===== src/rtl/gyro_pkg.sv =====
package gyro_pkg;
    localparam int WORD_W   = 32;
    localparam int ADDR_W   = 7;
    localparam int DATA_W   = 16;
    localparam int ADDR_LSB = 17;

    localparam logic [7:0] OPC_RATE  = 8'h20;
    localparam logic [7:0] OPC_WRITE = 8'h40;
    localparam logic [7:0] OPC_READ  = 8'h80;

    typedef enum logic [1:0] {
        OP_RATE  = 2'd0,
        OP_READ  = 2'd1,
        OP_WRITE = 2'd2,
        OP_RSVD  = 2'd3
    } gyro_op_e;

    typedef struct packed {
        logic [DATA_W-1:0] data;
        logic [1:0]        status;
        logic [2:0]        err;
    } gyro_result_t;
endpackage


===== src/rtl/gyro_cmd_build.sv =====
module gyro_cmd_build
    import gyro_pkg::*;
#(
    parameter logic [ADDR_W-1:0] OFFSET_ADDR = 7'h12,
    parameter int                CORR_W      = 11
) (
    input  gyro_op_e              op,
    input  logic [ADDR_W-1:0]     addr,
    input  logic [DATA_W-1:0]     wdata,
    output logic [WORD_W-1:0]     word,
    output logic                  allowed
);
    localparam int SIGN_LSB = CORR_W - 1;

    logic [WORD_W-1:0] body;
    logic              in_range;

    always_comb begin
        body = '0;
        case (op)
            OP_RATE:  body[WORD_W-1 -: 8] = OPC_RATE;
            OP_READ:  body[WORD_W-1 -: 8] = OPC_READ;
            OP_WRITE: begin
                body[WORD_W-1 -: 8] = OPC_WRITE;
                body[DATA_W:1]      = wdata;
            end
            default:  body = '0;
        endcase
        if (op != OP_RATE) begin
            body[ADDR_LSB +: ADDR_W] = addr;
        end
        word    = body;
        word[0] = ~^body[WORD_W-1:1];
    end

    always_comb begin
        in_range = (&wdata[DATA_W-1:SIGN_LSB]) | ~(|wdata[DATA_W-1:SIGN_LSB]);
        allowed  = (op != OP_RSVD) &&
                   !((op == OP_WRITE) && (addr == OFFSET_ADDR) && !in_range);
    end
endmodule


===== src/rtl/gyro_reply_decode.sv =====
module gyro_reply_decode
    import gyro_pkg::*;
#(
    parameter logic [ADDR_W-1:0] OFFSET_ADDR = 7'h12,
    parameter int                READBACK_W  = 10
) (
    input  logic [WORD_W-1:0] rx,
    input  gyro_op_e          op,
    input  logic [ADDR_W-1:0] addr,
    output gyro_result_t      res
);
    localparam int RD_LSB   = 5;
    localparam int RATE_LSB = 10;
    localparam int EXT_W    = DATA_W - READBACK_W;

    always_comb begin
        res.status = rx[27:26];
        res.err    = rx[31:29];
        case (op)
            OP_RATE: res.data = rx[RATE_LSB +: DATA_W];
            OP_READ: begin
                if (addr == OFFSET_ADDR) begin
                    res.data = {{EXT_W{rx[RD_LSB+READBACK_W-1]}},
                                rx[RD_LSB +: READBACK_W]};
                end else begin
                    res.data = rx[RD_LSB +: DATA_W];
                end
            end
            default: res.data = '0;
        endcase
    end
endmodule


===== src/rtl/gyro_spi_engine.sv =====
module gyro_spi_engine
    import gyro_pkg::*;
#(
    parameter int HALF_DIV = 2
) (
    input  logic              clk,
    input  logic              rst_n,
    input  logic              start,
    input  logic [WORD_W-1:0] tx_word,
    input  logic              miso,
    output logic              sclk,
    output logic              cs_n,
    output logic              mosi,
    output logic              frame_done,
    output logic [WORD_W-1:0] rx_word
);
    localparam int DIV_W = (HALF_DIV > 1) ? $clog2(HALF_DIV) : 1;
    localparam int BIT_W = $clog2(WORD_W);
    localparam logic [DIV_W-1:0] DIV_LAST = DIV_W'(HALF_DIV - 1);
    localparam logic [BIT_W-1:0] BIT_LAST = BIT_W'(WORD_W - 1);

    typedef struct packed {
        logic              active;
        logic              sclk;
        logic [DIV_W-1:0]  div;
        logic [BIT_W-1:0]  bitn;
        logic [WORD_W-1:0] tx;
        logic [WORD_W-1:0] rx;
        logic              fdone;
    } eng_t;

    eng_t eng_d, eng_q;

    always_comb begin
        eng_d       = eng_q;
        eng_d.fdone = 1'b0;
        if (!eng_q.active) begin
            if (start) begin
                eng_d.active = 1'b1;
                eng_d.tx     = tx_word;
                eng_d.div    = '0;
                eng_d.bitn   = '0;
                eng_d.sclk   = 1'b0;
            end
        end else if (eng_q.div == DIV_LAST) begin
            eng_d.div = '0;
            if (!eng_q.sclk) begin
                eng_d.sclk = 1'b1;
                eng_d.rx   = {eng_q.rx[WORD_W-2:0], miso};
            end else begin
                eng_d.sclk = 1'b0;
                if (eng_q.bitn == BIT_LAST) begin
                    eng_d.active = 1'b0;
                    eng_d.fdone  = 1'b1;
                end else begin
                    eng_d.bitn = eng_q.bitn + 1'b1;
                    eng_d.tx   = {eng_q.tx[WORD_W-2:0], 1'b0};
                end
            end
        end else begin
            eng_d.div = eng_q.div + 1'b1;
        end
    end

    always_ff @(posedge clk or negedge rst_n) begin
        if (!rst_n) begin
            eng_q <= '0;
        end else begin
            eng_q <= eng_d;
        end
    end

    assign sclk       = eng_q.sclk;
    assign cs_n       = ~eng_q.active;
    assign mosi       = eng_q.active & eng_q.tx[WORD_W-1];
    assign frame_done = eng_q.fdone;
    assign rx_word    = eng_q.rx;
endmodule


===== src/rtl/gyro_spi_framer.sv =====
module gyro_spi_framer
    import gyro_pkg::*;
#(
    parameter int                HALF_DIV          = 2,
    parameter int                GAP_CYCLES        = 4,
    parameter int                WRITE_HOLD_CYCLES = 10,
    parameter logic [6:0]        OFFSET_ADDR       = 7'h12
) (
    input  logic        clk,
    input  logic        rst_n,
    input  logic        req,
    input  logic [1:0]  op,
    input  logic [6:0]  addr,
    input  logic [15:0] wdata,
    output logic        busy,
    output logic        done,
    output logic [15:0] rdata,
    output logic [1:0]  status,
    output logic [2:0]  err_bits,
    output logic        reject,
    output logic        sclk,
    output logic        cs_n,
    output logic        mosi,
    input  logic        miso
);
    localparam int MAX_WAIT = (GAP_CYCLES > WRITE_HOLD_CYCLES) ? GAP_CYCLES : WRITE_HOLD_CYCLES;
    localparam int CNT_W    = $clog2(MAX_WAIT + 1);
    localparam logic [CNT_W-1:0] GAP_LAST  = CNT_W'(GAP_CYCLES - 1);
    localparam logic [CNT_W-1:0] HOLD_LAST = CNT_W'(WRITE_HOLD_CYCLES - 1);

    typedef enum logic [2:0] {
        ST_IDLE, ST_FRAME1, ST_GAP, ST_FRAME2, ST_HOLD
    } seq_e;

    typedef struct packed {
        seq_e              st;
        gyro_op_e          op;
        logic [ADDR_W-1:0] addr;
        logic [CNT_W-1:0]  cnt;
        gyro_result_t      pend;
        gyro_result_t      res;
        logic              rej;
        logic              done;
    } seq_t;

    seq_t seq_d, seq_q;

    gyro_op_e          op_in;
    logic [WORD_W-1:0] cmd_word;
    logic              cmd_ok;
    logic [WORD_W-1:0] eng_tx;
    logic              eng_start;
    logic              eng_fdone;
    logic [WORD_W-1:0] eng_rx;
    gyro_result_t      dec_res;

    assign op_in = gyro_op_e'(op);

    gyro_cmd_build #(
        .OFFSET_ADDR (OFFSET_ADDR)
    ) u_build (
        .op      (op_in),
        .addr    (addr),
        .wdata   (wdata),
        .word    (cmd_word),
        .allowed (cmd_ok)
    );

    gyro_reply_decode #(
        .OFFSET_ADDR (OFFSET_ADDR)
    ) u_decode (
        .rx   (eng_rx),
        .op   (seq_q.op),
        .addr (seq_q.addr),
        .res  (dec_res)
    );

    assign eng_tx = (seq_q.st == ST_IDLE) ? cmd_word : '0;

    gyro_spi_engine #(
        .HALF_DIV (HALF_DIV)
    ) u_engine (
        .clk        (clk),
        .rst_n      (rst_n),
        .start      (eng_start),
        .tx_word    (eng_tx),
        .miso       (miso),
        .sclk       (sclk),
        .cs_n       (cs_n),
        .mosi       (mosi),
        .frame_done (eng_fdone),
        .rx_word    (eng_rx)
    );

    always_comb begin
        seq_d      = seq_q;
        seq_d.done = 1'b0;
        eng_start  = 1'b0;
        case (seq_q.st)
            ST_IDLE: begin
                if (req) begin
                    if (cmd_ok) begin
                        eng_start  = 1'b1;
                        seq_d.st   = ST_FRAME1;
                        seq_d.op   = op_in;
                        seq_d.addr = addr;
                    end else begin
                        seq_d.done = 1'b1;
                        seq_d.rej  = 1'b1;
                        seq_d.res  = '0;
                    end
                end
            end
            ST_FRAME1: begin
                if (eng_fdone) begin
                    seq_d.cnt = '0;
                    if (seq_q.op == OP_WRITE) begin
                        seq_d.st   = ST_HOLD;
                        seq_d.pend = dec_res;
                    end else begin
                        seq_d.st = ST_GAP;
                    end
                end
            end
            ST_GAP: begin
                if (seq_q.cnt == GAP_LAST) begin
                    eng_start = 1'b1;
                    seq_d.st  = ST_FRAME2;
                end else begin
                    seq_d.cnt = seq_q.cnt + 1'b1;
                end
            end
            ST_FRAME2: begin
                if (eng_fdone) begin
                    seq_d.st   = ST_IDLE;
                    seq_d.res  = dec_res;
                    seq_d.rej  = 1'b0;
                    seq_d.done = 1'b1;
                end
            end
            ST_HOLD: begin
                if (seq_q.cnt == HOLD_LAST) begin
                    seq_d.st   = ST_IDLE;
                    seq_d.res  = seq_q.pend;
                    seq_d.rej  = 1'b0;
                    seq_d.done = 1'b1;
                end else begin
                    seq_d.cnt = seq_q.cnt + 1'b1;
                end
            end
            default: seq_d.st = ST_IDLE;
        endcase
    end

    always_ff @(posedge clk or negedge rst_n) begin
        if (!rst_n) begin
            seq_q <= '{st: ST_IDLE, op: OP_RATE, default: '0};
        end else begin
            seq_q <= seq_d;
        end
    end

    assign busy     = (seq_q.st != ST_IDLE);
    assign done     = seq_q.done;
    assign rdata    = seq_q.res.data;
    assign status   = seq_q.res.status;
    assign err_bits = seq_q.res.err;
    assign reject   = seq_q.rej;
endmodule


===== config.mk =====
export PLATFORM = sky130hd
export DESIGN_NAME = gyro_spi_framer
export DESIGN_NICKNAME = d
export VERILOG_FILES = /design/src/rtl/gyro_pkg.sv /design/src/rtl/gyro_cmd_build.sv /design/src/rtl/gyro_reply_decode.sv /design/src/rtl/gyro_spi_engine.sv /design/src/rtl/gyro_spi_framer.sv
export SDC_FILE = /design/constraint.sdc
export NUM_CORES = 1
export LEC_CHECK = 0
export CORE_ASPECT_RATIO = 0.9
export CORE_UTILIZATION = 45
export CTS_CLUSTER_SIZE = 30
export DETAILED_ROUTE_END_ITERATION = 10
export PLACE_DENSITY_LB_ADDON = 0.12
export SLEW_MARGIN = 20
export SYNTH_ARGS = -nofsm -noshare
export SYNTH_HDL_FRONTEND = slang
export SYNTH_SLANG_ARGS = --single-unit

===== constraint.sdc =====
create_clock -name clk -period 4.05 [get_ports clk]
set_input_delay 1.0125 -clock clk [delete_from_list [all_inputs] [get_ports clk]]
set_output_delay 1.0125 -clock clk [all_outputs]
set_load 0.02 [all_outputs]

==> impl_metrics.tcl, run 1 <==
set metrics [dict create \
    status "completed" \
    clock_latency_ps 420 \
    clock-sinks 133 \
    grt_usage_pct 18.8 \
    tritoncts "yes" \
    antenna_found_initial 0 \
    instances_no_fill 736 \
    cts-root-buf "clkbuf_16" \
    die_h_um 115 \
    ant_nets 0 \
    first_global_vias 4130 \
    cts_resized 0 \
    place_inst 704 \
    synth_top_area_cell "dfrtp_1" \
    syn_avg_cell_area_um2 12.2 \
    worst_pin_slew_ps 826 \
    viasPerCell 5.40 \
    async_flop_share_pct 100 \
    syn2layout_area_growth_pct 17.1 \
    rsz0062_at_grt "false" \
    netlist_top_cells_area "dfrtp_1 53%, mux2_2 8.9%, mux2_1 5.5%" \
    clock_path_buffers 2 \
    critPathKind "in -> reg" \
    layout.nets 588 \
    wl_mm 12.1 \
    coreArea_um2 13500 \
    std_cell_rows 40 \
    firstDrtPassIters 4 \
    peakVddDrop_uv 364 \
    synth_area_um2 6330 \
    ys.flop_type "dfrtp_1" \
    hold_viol_final 0 \
    routedWlPerCell_um 16.4 \
    drv_slew 0 \
    grt_remaining_overflow 0 \
    ioPinCount 56 \
    grt_max_degree 56 \
    synth.top_cell.area_share_pct 52.6 \
    period_share_pct 75.2 \
    drive_above_1_share_pct 17.6 \
    critPathLaunchType "input port" \
    post_cts_buffers 0 \
    drt_iter0_markers 283 \
    antenna_cells 0 \
    critPathMaxFanout 29 \
    vias 3975 \
    fin_skew_ps 11.5 \
    synth_cell_types 55 \
    synth_edf_count 0 \
    worstHoldPathType "reg -> reg" \
    gp_congestion 0.746 \
    h-tree-depth 4 \
    drc 0 \
    period_needed_ps 3050 \
    syn_nets 554 \
    io_buffers 55 \
    ctsHoldBuffers 0 \
    dpl.hpwl_mm 8.19 \
    die_w_um 127 \
    drv_cap 0 \
    grt_pass1_wl_mm 21.0 \
    clk_pin_slew_ps 50 \
    power_density_nw_per_um2 562 \
    crit_path_end_kind "flop" \
    clock.fmax_mhz 328 \
    start_util_pct 46.9 \
    ys_seq_elements 133 \
    arrival_ps 3380 \
    slew_headroom_pct 44.8 \
    tns_ps 0 \
    die_area_um2 14500 \
    synth_warnings 0 \
    numCtsBuffers 17 \
    syn_inst 521 \
    synth-seq-area-share_pct 52.6 \
    setup_viol 0 \
    p_leak_nw 3.43 \
    crit_required_ps 4380 \
]
## per-layer routing
layer / share of wire, % / vias up / routed length, um / global-route usage, %
met2: 44 / 69 / 5300 / 27.7
met1: 52 / 1986 / 6220 / 26.6
li1: - / 1910 / - / -
met3: 3.5 / 10 / 426 / 4.49
met5: 0 / - / 0 / 0
met4: 0.99 / 0 / 119 / 7.62
## logic make-up after synthesis
family,synth area share [%]
DFF,52.6
adders and majority gates,0.791
AOI/OAI and AO/OA,11.2
and+or+nand+nor,8.89
muxes,17.3
xor gates and xnor gates,3.54
buffers and inverters,5.75
## synth_stat cells (2+ instances only)
| master | count |
|---|---|
| o21ai_0 | 17 |
| or2_2 | 2 |
| a32o_1 | 7 |
| mux2_2 | 50 |
| a21oi_1 | 14 |
| clkbuf_1 | 15 |
| xor2_1 | 4 |
| dfrtp_1 | 133 |
| mux2_1 | 31 |
| buf_6 | 5 |
| nand2b_1 | 5 |
| ha_1 | 4 |
| inv_1 | 13 |
| o31ai_1 | 2 |
| and3_1 | 3 |
| and2_1 | 19 |
| nand2_1 | 30 |
| o211ai_1 | 2 |
| xnor2_1 | 19 |
| and4_1 | 2 |
| nor2_1 | 16 |
| nand4_1 | 3 |
| nand2_2 | 2 |
| o22ai_1 | 2 |
| a21o_1 | 7 |
| a221o_1 | 6 |
| a211oi_1 | 6 |
| or3_1 | 4 |
| nor3_1 | 2 |
| nor2b_1 | 3 |
| nand3_1 | 6 |
| mux2i_1 | 18 |
| buf_2 | 5 |
| buf_4 | 22 |
| a22o_1 | 22 |
## registers in the layout, indices dropped and copies added, names as in the netlist, 2 cells and up
signal / cells
err_bits: 3
rdata: 16
seq_q: 37
status: 2
u_engine.eng_q: 39
u_engine.rx_word: 32
## stage by stage
step | total power (W) | cell area [um2] | worst slack, ps | util, % | hold slack, ps
2_1_floorplan | 0.00250 | 6330 | 1600 | - | 450
3_3_place_gp | 0.00274 | 6860 | 646 | 50.7 | 460
3_5_place_dp | 0.00276 | 6860 | 581 | 50.7 | 465
4_1_cts | 0.00422 | 7410 | 1030 | 54.9 | 477
5_1_grt | 0.00439 | 7410 | 812 | 54.9 | 489
6_report | 0.00417 | 7410 | 1000 | 54.9 | 471
## power by group
part	switching, W	internal (W)
clock	0.000547	0.000886
sequential	0.000171	0.00155
combinational	0.000520	0.000496
## placed cells by master, fill, tap and decap left out, types with 4 or more instances in the layout
cell type / synthesis / layout
buf_4: 22 / 9
clkinv_2: 0 / 5
inv_1: 13 / 13
a211oi_1: 6 / 6
a21o_1: 7 / 7
mux2_2: 50 / 50
o21ai_0: 17 / 17
nor2_1: 16 / 16
ha_1: 4 / 4
dfrtp_1: 133 / 133
a221o_1: 6 / 6
a22o_1: 22 / 22
mux2_1: 31 / 31
nand3_1: 6 / 6
nand2_1: 30 / 30
or3_1: 4 / 4
clkbuf_16: 0 / 17
mux2i_1: 18 / 18
xnor2_1: 19 / 19
and2_1: 19 / 19
clkdlybuf4s50_1: 0 / 54
xor2_1: 4 / 4
a21oi_1: 14 / 14
nand2b_1: 5 / 5
a32o_1: 7 / 7
## path summary, 6_finish.rpt
check | cells after the start | slack (ps) | end | from
worst min register to register | 1 | 470 | status[0] | status[0]
max in group asynchronous | 2 | 2570 | u_engine.rx_word[17] | rst_n
worst max register to register | 6 | 1530 | u_engine.eng_q[58] | seq_q[57]
min in group asynchronous | 1 | 660 | seq_q[44] | rst_n
worst max-delay path | 7 | 1000 | u_engine.eng_q[58] | wdata[11]
worst min-delay path | 1 | 470 | status[0] | status[0]
## worst max-delay path: stages
cell             delay [ps]
clkdlybuf4s50_1         480
nor4_1                  370
a2bb2o_1                310
o211ai_2                150
nand2_2                 570
buf_4                   280
mux2i_1                 190
## final cells by class
class	instances	area (um2)
clock buffers	23	478
clock inverters	9	77.6
repair buffers	64	628
well taps	168	210
flip-flops and latches	133	3330
inverters	14	52.6
multi-input cells	325	2640
fillers	1184	6100
(Power assumes the default switching activity.)
==> inputs of run 2 (changes only) <==
Clock period 4.05 ns to 2.99 ns, I/O delays scaled along.
==> impl_metrics.tcl, run 2 (same netlist as run 1, synthesis figures left out) <==
set metrics [dict create \
    hold_viol_final 0 \
    instances_no_fill 746 \
    post_cts_buffers 0 \
    std_cell_rows 40 \
    place_ws_ps 74.5 \
    worst_slack_ps 399 \
    largest_register_ffs 39 \
    worstHoldPathType "in -> async" \
    gp_congestion 0.748 \
    antenna_found_initial 0 \
    worst_pin_slew_ps 790 \
    clk_pin_slew_ps 50 \
    period_share_pct 86.7 \
    h-tree-depth 4 \
    layout.nets 599 \
    antenna_cells 0 \
    drv_cap 0 \
    die_h_um 115 \
    ioPinCount 56 \
    firstDrtPassIters 4 \
    critPathLaunchType "flop" \
    setup_viol 0 \
    vias 4051 \
    cts_resized 0 \
    clock_path_buffers 2 \
    wl_mm 12.2 \
    coreArea_um2 13500 \
    rsz0062_at_grt "false" \
    drv_slew 0 \
    slew_headroom_pct 47.2 \
    peakVddDrop_uv 410 \
    status "completed" \
    layout_commonest_cell "dfrtp_1" \
    die_area_um2 14500 \
    largest_register "u_engine.eng_q" \
    crit_path_end_kind "primary output" \
    cts-root-buf "clkbuf_16" \
    io_buffers 55 \
    grt_pass1_wl_mm 21.1 \
    fin_worst_hold_slack_ps 340 \
    nFillCells 1174 \
    first_global_vias 4152 \
    tns_ps 0 \
    clock_latency_ps 420 \
    numCtsBuffers 17 \
    power_density_nw_per_um2 759 \
    critPathMaxFanout 8 \
    routedWlPerCell_um 16.3 \
    clock.fmax_mhz 386 \
    p_leak_nw 3.50 \
    mostFrequentLayoutCells "133 x dfrtp_1, 54 x clkdlybuf4s50_1, 50 x mux2_2" \
    grt_remaining_overflow 0 \
    drive_above_1_share_pct 18.3 \
    drc 0 \
    period_needed_ps 2590 \
    fin_skew_ps 9.63 \
    viasPerCell 5.43 \
    die_w_um 127 \
    grt_usage_pct 18.9 \
    tritoncts "yes" \
    drt_iter0_markers 252 \
    crit_required_ps 2240 \
    start_util_pct 46.9 \
    dpl.hpwl_mm 8.30 \
    ctsHoldBuffers 0 \
    grt_max_degree 55 \
    arrival_ps 1840 \
    place_inst 715 \
    critPathKind "reg -> out" \
    syn2layout_area_growth_pct 19.1 \
    ant_nets 0 \
    clock-sinks 133 \
]
## run 2: changes by cell type in the layout (fill, tap and decap cells not counted)
cell,previous run,this run
clkbuf_1,3,7
buf_12,1,4
clkinvlp_4,3,0
clkinv_2,5,2
buf_4,9,17
bufinv_16,1,2
## run 2: final timing paths
| check | start | end | slack (ps) | cells past startpoint |
|---|---|---|---|---|
| min in group clk | err_bits[1] | err_bits[1] | 470 | 1 |
| hold / removal | rst_n | u_engine.eng_q[70] | 340 | 1 |
| setup reg to reg | u_engine.eng_q[65] | u_engine.eng_q[34] | 790 | 8 |
| max in group asynchronous | rst_n | rdata[0] | 1950 | 2 |
| setup / recovery | seq_q[57] | busy | 400 | 2 |
| hold reg to reg | err_bits[1] | err_bits[1] | 470 | 1 |
## run 2: critical path, cell delays in order, from the launching register on
cell	delay (ps)
dfrtp_1	470
or3_1	420
clkdlybuf4s50_1	540
## run 2: report_power, final
part | leakage [nW] | switching [W] | internal [W] | total, W
combinational | 1.43 | 0.000720 | 0.000701 | 0.00142
clock | 0.275 | 0.000699 | 0.00129 | 0.00199
sequential | 1.79 | 0.000226 | 0.00209 | 0.00232
## run 2: layout make-up
class | instances | area (um2) | share of cell area [%]
flip-flops and latches | 133 | 3330 | 44.1
multi-input cells | 325 | 2640 | 35.0
repair buffers | 75 | 748 | 9.92
clock buffers | 27 | 493 | 6.54
well taps | 168 | 210 | 2.79
clock inverters | 4 | 70.1 | 0.929
inverters | 14 | 52.6 | 0.697
## run 2: metal layers
metal / share of wire, % / global-route usage (%)
met5: 0 / 0
met4: 1.7 / 7.22
met3: 3.8 / 4.95
met2: 45 / 28.5
met1: 49 / 26.2
## run 2: through the flow
| step | util [%] | cell area (um2) | total power, W |
|---|---|---|---|
| final | 55.8 | 7540 | 0.00573 |
| after global placement | 51.6 | 6980 | 0.00374 |
| after detailed placement | 51.6 | 6980 | 0.00378 |
| after CTS | 55.8 | 7540 | 0.00579 |
| after floorplan | - | 6330 | 0.00339 |
| after global routing | 55.8 | 7540 | 0.00605 |
==> inputs of run 3 (changes only) <==
Settings changed: CORE_ASPECT_RATIO 0.9 to 1.1, MAX_ROUTING_LAYER from default to met4.
==> impl_metrics.tcl, run 3 (same netlist as run 1, synthesis figures left out) <==
set metrics [dict create \
    status "completed" \
    grt_usage_pct 18.7 \
    period_share_pct 87.4 \
    vias 3994 \
    worstHoldPathType "in -> async" \
    crit_required_ps 2240 \
    fin_skew_ps 8.97 \
    drive_above_1_share_pct 18.8 \
    critPathMaxFanout 8 \
    comb_power_share_pct 25.4 \
    grt_remaining_overflow 0 \
    rsz0062_at_grt "false" \
    clock-sinks 133 \
    post_cts_buffers 0 \
    critPathLaunchType "flop" \
    numCtsBuffers 17 \
    cts_resized 0 \
    intPower_w 0.00410 \
    layout.nets 600 \
    critPathKind "reg -> out" \
    h-tree-depth 4 \
    viasPerCell 5.21 \
    clock_path_buffers 2 \
    drt_iter0_markers 256 \
    p_switching_w 0.00165 \
    reg2reg_slack_ps 690 \
    die_h_um 126 \
    clock_latency_ps 420 \
    dpl.hpwl_mm 8.19 \
    timing.rr.end "rdata[0]" \
    clock.fmax_mhz 383 \
    arrival_ps 1860 \
    largest_register_ffs 39 \
    setup_viol 0 \
    syn2layout_area_growth_pct 20.1 \
    worst_pin_slew_ps 757 \
    slowest_delay_ps 550 \
    hold_viol_final 0 \
    period_needed_ps 2610 \
    power_density_nw_per_um2 757 \
    start_util_pct 45.9 \
    cp_num_buf_inv 1 \
    antenna_cells 0 \
    gp_congestion 0.781 \
    slew_headroom_pct 49.4 \
    layout_commonest_cell "dfrtp_1" \
    ant_nets 0 \
    io_buffers 55 \
    die_w_um 115 \
    peakVddDrop_uv 377 \
    ctsHoldBuffers 0 \
    routedWlPerCell_um 15.4 \
    fin_worst_hold_slack_ps 293 \
    r2r-start "seq_q[44]" \
    std_cell_rows 45 \
    tritoncts "yes" \
    reg2reg_depth 8 \
    drv_slew 0 \
    mostFrequentLayoutCells "133 x dfrtp_1, 54 x clkdlybuf4s50_1, 50 x mux2_2" \
    grt_max_degree 54 \
    ioPinCount 56 \
    wl_mm 11.8 \
    cts-root-buf "clkbuf_16" \
    coreArea_um2 13800 \
    clk_pin_slew_ps 60 \
    swShare_pct 28.7 \
    drc 0 \
    antenna_found_initial 0 \
    tns_ps 0 \
    slowest_stage "clkdlybuf4s50_1" \
    firstDrtPassIters 4 \
    drv_cap 0 \
    p_leak_nw 3.52 \
    first_global_vias 4159 \
    largest_register "u_engine.eng_q" \
    crit_path_end_kind "primary output" \
    die_area_um2 14500 \
    crit_chain "or3_1, clkdlybuf4s50_1" \
    crit_family "buffers and inverters" \
    grt_pass1_wl_mm 20.2 \
    p_clk_share_pct 34.4 \
    seqPwrFrac_pct 40.2 \
]
-- run 3: stage by stage --
| stage | power, W | worst slack (ps) | util, % | std cells | area, um2 |
|---|---|---|---|---|---|
| finish | 0.00576 | 378 | 55.1 | 767 | 7600 |
| global route | 0.00607 | 349 | 55.1 | 767 | 7600 |
| CTS | 0.00583 | 365 | 55.1 | 767 | 7600 |
| detailed placement | 0.00382 | 88.5 | 51.0 | 736 | 7040 |
| global placement | 0.00379 | 118 | 51.0 | 736 | 7040 |
| floorplan | 0.00339 | 808 | - | 521 | 6330 |
-- run 3: per-layer routing --
layer	global-route usage, %	vias up	wire length, um
met4	6.88	0	182
met2	28.5	64	5580
met3	4.73	19	336
met5	-	-	0
li1	-	1927	-
met1	24.0	1984	5680
-- run 3: worst register-to-register path, cell delays in order, from the launching register on --
cell,delay [ps]
dfrtp_1,410
ha_1,200
and3b_1,190
and3_1,180
buf_4,210
or2_1,280
a21oi_2,160
buf_12,190
mux2_2,350
-- run 3: power by group through the flow --
stage                     Sequential (W)  Combinational [W]  Clock (W)
after floorplan                  0.00228            0.00112          0
after global placement           0.00234            0.00145          0
after detailed placement         0.00235            0.00147          0
after CTS                        0.00232            0.00148    0.00203
after global routing             0.00236            0.00161    0.00210
final                            0.00232            0.00146    0.00198
-- run 3: worst max path at each step --
stage	startpoint	end	cells past startpoint
2_1_floorplan	wdata[11]	rdata[2]	6
3_3_place_gp	wdata[10]	rdata[0]	7
3_5_place_dp	wdata[10]	rdata[0]	7
4_1_cts	seq_q[57]	busy	2
5_1_grt	seq_q[57]	busy	2
6_report	seq_q[57]	busy	2
-- run 3: area by class of cell --
cell class | count | area (um2)
timing repair buffer | 76 | 781
sequential | 133 | 3330
clock inverter | 3 | 40.0
tap | 188 | 235
clock buffer | 28 | 527
inverter | 14 | 52.6
fill | 1183 | 6190
multi-input combinational | 325 | 2640
